===== src/rtl/frame_sel_pkg.sv =====
package frame_sel_pkg;
  typedef enum logic {
    SEL_IDLE = 1'b0,
    SEL_BUSY = 1'b1
  } sel_state_e;

  function automatic int idx_width(input int n);
    return (n > 1) ? $clog2(n) : 1;
  endfunction
endpackage


===== src/rtl/frame_rr_pick.sv =====
module frame_rr_pick #(
  parameter int NPORTS = 3,
  localparam int IW = frame_sel_pkg::idx_width(NPORTS)
) (
  input  logic [NPORTS-1:0] req,
  input  logic [IW-1:0]     last,
  output logic              found,
  output logic [IW-1:0]     pick
);
  int cand;

  // Scan from farthest to nearest so the nearest requester after 'last' wins.
  always_comb begin
    found = 1'b0;
    pick  = '0;
    cand  = 0;
    for (int k = NPORTS; k >= 1; k--) begin
      cand = (int'(last) + k) % NPORTS;
      if (req[cand]) begin
        found = 1'b1;
        pick  = IW'(cand);
      end
    end
  end
endmodule


===== src/rtl/frame_port_mux.sv =====
module frame_port_mux #(
  parameter int NPORTS = 3,
  parameter int DW     = 32,
  localparam int IW = frame_sel_pkg::idx_width(NPORTS)
) (
  input  logic                 busy,
  input  logic [IW-1:0]        grant,
  input  logic [NPORTS-1:0]    in_valid,
  input  logic [NPORTS-1:0]    in_sof,
  input  logic [NPORTS-1:0]    in_eof,
  input  logic [NPORTS*DW-1:0] in_data,
  input  logic                 out_ready,
  output logic [NPORTS-1:0]    in_ready,
  output logic                 out_valid,
  output logic                 out_sof,
  output logic                 out_eof,
  output logic [DW-1:0]        out_data
);
  for (genvar p = 0; p < NPORTS; p++) begin : g_ready
    assign in_ready[p] = busy && (grant == IW'(p)) && out_ready;
  end

  always_comb begin
    out_valid = busy && in_valid[grant];
    out_sof   = in_sof[grant];
    out_eof   = in_eof[grant];
    out_data  = in_data[grant*DW +: DW];
  end
endmodule


===== src/rtl/frame_port_selector.sv =====
module frame_port_selector #(
  parameter int NPORTS = 3,
  parameter int DW     = 32,
  localparam int IW = frame_sel_pkg::idx_width(NPORTS)
) (
  input  logic                 clk,
  input  logic                 rst_n,
  input  logic [NPORTS-1:0]    in_valid,
  input  logic [NPORTS-1:0]    in_sof,
  input  logic [NPORTS-1:0]    in_eof,
  input  logic [NPORTS*DW-1:0] in_data,
  output logic [NPORTS-1:0]    in_ready,
  output logic                 out_valid,
  output logic                 out_sof,
  output logic                 out_eof,
  output logic [DW-1:0]        out_data,
  output logic [IW-1:0]        out_port,
  input  logic                 out_ready
);
  import frame_sel_pkg::*;

  sel_state_e    state;
  logic [IW-1:0] grant;
  logic [IW-1:0] last;
  logic          found;
  logic [IW-1:0] pick;
  logic          busy;
  logic          frame_done;

  frame_rr_pick #(.NPORTS(NPORTS)) u_pick (
    .req   (in_valid),
    .last  (last),
    .found (found),
    .pick  (pick)
  );

  assign busy = (state == SEL_BUSY);

  frame_port_mux #(.NPORTS(NPORTS), .DW(DW)) u_mux (
    .busy      (busy),
    .grant     (grant),
    .in_valid  (in_valid),
    .in_sof    (in_sof),
    .in_eof    (in_eof),
    .in_data   (in_data),
    .out_ready (out_ready),
    .in_ready  (in_ready),
    .out_valid (out_valid),
    .out_sof   (out_sof),
    .out_eof   (out_eof),
    .out_data  (out_data)
  );

  assign frame_done = out_valid && out_ready && out_eof;
  assign out_port   = grant;

  always_ff @(posedge clk) begin
    if (!rst_n) begin
      state <= SEL_IDLE;
      grant <= '0;
      last  <= IW'(NPORTS - 1);
    end else begin
      case (state)
        SEL_IDLE: if (found) begin
          state <= SEL_BUSY;
          grant <= pick;
        end
        SEL_BUSY: if (frame_done) begin
          state <= SEL_IDLE;
          last  <= grant;
        end
        default: state <= SEL_IDLE;
      endcase
    end
  end
endmodule


===== config.mk =====
export PLATFORM = sky130hd
export DESIGN_NAME = frame_port_selector
export DESIGN_NICKNAME = d
export VERILOG_FILES = /design/src/rtl/frame_sel_pkg.sv /design/src/rtl/frame_rr_pick.sv /design/src/rtl/frame_port_mux.sv /design/src/rtl/frame_port_selector.sv
export SDC_FILE = /design/constraint.sdc
export NUM_CORES = 1
export LEC_CHECK = 0
export CAP_MARGIN = 30
export CORE_MARGIN = 5
export CORE_UTILIZATION = 30
export DETAILED_ROUTE_END_ITERATION = 10
export DONT_BUFFER_PORTS = 1
export GPL_ROUTABILITY_DRIVEN = 0
export HOLD_SLACK_MARGIN = 0.02
export PLACE_DENSITY_LB_ADDON = 0.2
export SETUP_SLACK_MARGIN = 0.3
export SLEW_MARGIN = 40
export SYNTH_ARGS = -nofsm -noshare
export SYNTH_HDL_FRONTEND = slang
export SYNTH_SLANG_ARGS = --single-unit

===== constraint.sdc =====
create_clock -name clk -period 1.7 [get_ports clk]
set_input_delay 0.255 -clock clk [delete_from_list [all_inputs] [get_ports clk]]
set_output_delay 0.255 -clock clk [all_outputs]
set_load 0.02 [all_outputs]

==> impl_metrics.env <==
export IMPL_min_period_over_period_pct=93.8
export IMPL_maxClockFrequency_mhz=627
export IMPL_grt_setup_unrepaired="yes"
export IMPL_tns_ps=0
export IMPL_share_of_final_layout_standard_cells_stronger_than_drive_strength_1_pct=60.5
export IMPL_fp_dieArea_um2=5370
export IMPL_sink_count_of_the_clock_tree=5
export IMPL_initial_core_util_pct=30.5
export IMPL_critical_path_max_fanout=8
export IMPL_num_nets_final=303
export IMPL_crit_path_end_kind="output port"
export IMPL_synthesis_yosys_warnings=0
export IMPL_clk_pin_slew_worst_paths_ps=40
export IMPL_dr_total_vias=1403
export IMPL_multi_input_area_um2=1460
export IMPL_antenna_diode_count=0
export IMPL_vdd_ir_drop_max_mv=0.355
export IMPL_cts_htree_levels=1
export IMPL_grt_pass1_wl_um=7020
export IMPL_drv_cap=0
export IMPL_yosysSeqAreaShare_pct=8.32
export IMPL_core_area_um2=3940
export IMPL_cts_root_buffer_cell="sky130_fd_sc_hd__clkbuf_8"
export IMPL_grt_usage_pct=16.8
export IMPL_syn_area_um2=1200
export IMPL_grt_pass1_vias=1418
export IMPL_layout_cells_most_common="sky130_fd_sc_hd__nand2_1"
export IMPL_worstSetupStartpointType="flop"
export IMPL_p_leak_nw=0.746
export IMPL_finalMaxSlewViolations=0
export IMPL_synth_seq_cells=5
export IMPL_route_antenna_remaining_nets=0
export IMPL_die_height_um=73.3
export IMPL_worst_endpoint_arrival_ps=1340
export IMPL_routed_wire_length_per_instance_um=21.8
export IMPL_fin_skew_ps=0.446
export IMPL_hp_class="in2reg"
export IMPL_yosysUniqueCellTypes=34
export IMPL_post_route_drc_count=0
export IMPL_final_hold_viols=0
export IMPL_outcome="finished, final reports clean"
export IMPL_finalWirelength_um=5230
export IMPL_power_density_cell_area_nw_per_um2=552
export IMPL_cts_inserted_buffers=3
export IMPL_fin_worst_hold_slack_ps=128
export IMPL_die_w_um=73.3
export IMPL_finalPower_mw=1.13
export IMPL_tritoncts="done"
export IMPL_worst_setup_path_type="reg2out"
export IMPL_pin_count=148
export IMPL_max_clock_path_buffers=2
export IMPL_holdBufCountCts=0
export IMPL_fillerInstances=357
export IMPL_vias_per_cell=5.85
export IMPL_critical_path_required_ps=1440
export IMPL_setup_viol_count_final=0
export IMPL_drtPass1Iterations=4
export IMPL_mostFrequentLayoutCells="sky130_fd_sc_hd__nand2_1, sky130_fd_sc_hd__mux2i_1, sky130_fd_sc_hd__o21ai_2, sky130_fd_sc_hd__o21ai_4, sky130_fd_sc_hd__buf_4"
export IMPL_grt_max_degree=41
export IMPL_worst_pin_slew_ps=331
export IMPL_clock_latency_on_the_worst_skew_pair_ps=230
export IMPL_grt_overflow_total=0
export IMPL_dp_cells=217
export IMPL_grt_antenna_before_repair=0
export IMPL_rows=23
export IMPL_mappedNetlistNets=285
export IMPL_syn_to_final_growth_pct=69.9
export IMPL_final_critical_period_ps=1600
export IMPL_seq_area_um2=108
export IMPL_synth_area_per_cell_um2=6.95
export IMPL_stdcell_count=240
export IMPL_syn_instance_count=173
export IMPL_maxSlewHeadroom_pct=77.9
export IMPL_detail_route_iter0_violations=43
export IMPL_port_buffers=0
export IMPL_post_dp_hpwl_um=3550
==> per-layer routing <==
metal	wire length, um	GRT usage [%]
met3	505	3.42
met4	96	6.04
met1	1610	17.8
met2	3010	32.2
met5	0	0
==> worst max-delay path, stage by stage (launching register included) <==
cell and delay, ps:
sky130_fd_sc_hd__dfxtp_4 370, sky130_fd_sc_hd__buf_12 130, sky130_fd_sc_hd__mux2i_2 220, sky130_fd_sc_hd__a2bb2oi_2 190
sky130_fd_sc_hd__nor2_1 60, sky130_fd_sc_hd__buf_4 150
==> per-stage QoR <==
step                utilization [%]  setup WS, ps  cell area (um^2)
global placement               36.5           158              1440
detailed placement             36.5           125              1440
floorplan                         -           219              1370
finish                         51.8           105              2040
CTS                            47.7           103              1880
global route                   51.8          38.0              2040
==> flip-flops by register name, indices dropped and copies added, names as in the netlist <==
| register | flops |
|---|---|
| last | 2 |
| busy | 1 |
| out_port | 2 |
==> final cells by class <==
| class | instances | area share [%] |
|---|---|---|
| Multi-Input combinational cell | 148 | 71.5 |
| Timing Repair Buffer | 27 | 16.8 |
| Sequential cell | 5 | 5.27 |
| Tap cell | 50 | 3.06 |
| Clock buffer | 4 | 2.20 |
| Inverter | 6 | 1.10 |
==> synth_stat cells <==
cell type / n / area (um^2)
sky130_fd_sc_hd__nor3_4: 1 / 16.3
sky130_fd_sc_hd__a21bo_1: 1 / 10.0
sky130_fd_sc_hd__nor2_1: 5 / 18.8
sky130_fd_sc_hd__o211ai_1: 2 / 15.0
sky130_fd_sc_hd__o21ai_1: 34 / 170
sky130_fd_sc_hd__o21ai_2: 1 / 8.76
sky130_fd_sc_hd__a21oi_2: 1 / 8.76
sky130_fd_sc_hd__nand2b_1: 1 / 6.26
sky130_fd_sc_hd__nor3_1: 1 / 5.00
sky130_fd_sc_hd__nand3_1: 2 / 10.0
sky130_fd_sc_hd__o2bb2ai_1: 1 / 8.76
sky130_fd_sc_hd__a21o_1: 1 / 7.51
sky130_fd_sc_hd__nor3b_1: 1 / 7.51
sky130_fd_sc_hd__clkbuf_1: 5 / 18.8
sky130_fd_sc_hd__a22oi_1: 1 / 7.51
sky130_fd_sc_hd__dfxtp_1: 5 / 100
sky130_fd_sc_hd__nor2b_1: 1 / 6.26
sky130_fd_sc_hd__nand2_1: 40 / 150
sky130_fd_sc_hd__o311ai_0: 1 / 8.76
sky130_fd_sc_hd__buf_1: 1 / 3.75
sky130_fd_sc_hd__a211o_1: 1 / 8.76
sky130_fd_sc_hd__a2bb2oi_2: 2 / 30.0
sky130_fd_sc_hd__o2111ai_1: 1 / 8.76
sky130_fd_sc_hd__o21a_1: 1 / 7.51
sky130_fd_sc_hd__mux2i_1: 39 / 390
sky130_fd_sc_hd__and3_1: 2 / 12.5
sky130_fd_sc_hd__inv_2: 1 / 3.75
sky130_fd_sc_hd__buf_2: 2 / 10.0
sky130_fd_sc_hd__ha_1: 4 / 50.1
sky130_fd_sc_hd__inv_1: 5 / 18.8
sky130_fd_sc_hd__buf_4: 6 / 45.0
sky130_fd_sc_hd__a21oi_1: 1 / 5.00
sky130_fd_sc_hd__nand2b_2: 1 / 8.76
sky130_fd_sc_hd__a221oi_2: 1 / 15.0
==> final timing paths <==
path	startpoint	endpoint	slack (ps)	cells after the start
worst max-delay path	out_port[1]	out_valid	100	5
worst min-delay path	rst_n	last[1]	130	1
worst max register to register	out_port[1]	last[1]	160	8
worst min register to register	last[0]	last[0]	470	2
==> where the power goes <==
| part | internal, mW | switching [mW] |
|---|---|---|
| sequential | 0.128 | 0.0186 |
| clock | 0.162 | 0.0667 |
| combinational | 0.308 | 0.445 |
==> logic make-up after synthesis <==
kind of cell / share of synthesized area [%]
muxes: 32.5
adders and majority gates: 4.16
and+or+nand+nor: 20.1
AOI/OAI and AO/OA: 26.6
buffers and inverters: 8.32
DFF: 8.32
==> timing repair <==
item                       CTS  global route
hold endpoints to repair     0             0
gates resized for setup     61            25
setup endpoints to repair   43            43
gates cloned                 1             1
pin swaps                   21            18
buffers inserted            15             2
No activity file was read; power rests on OpenSTA's default activity.
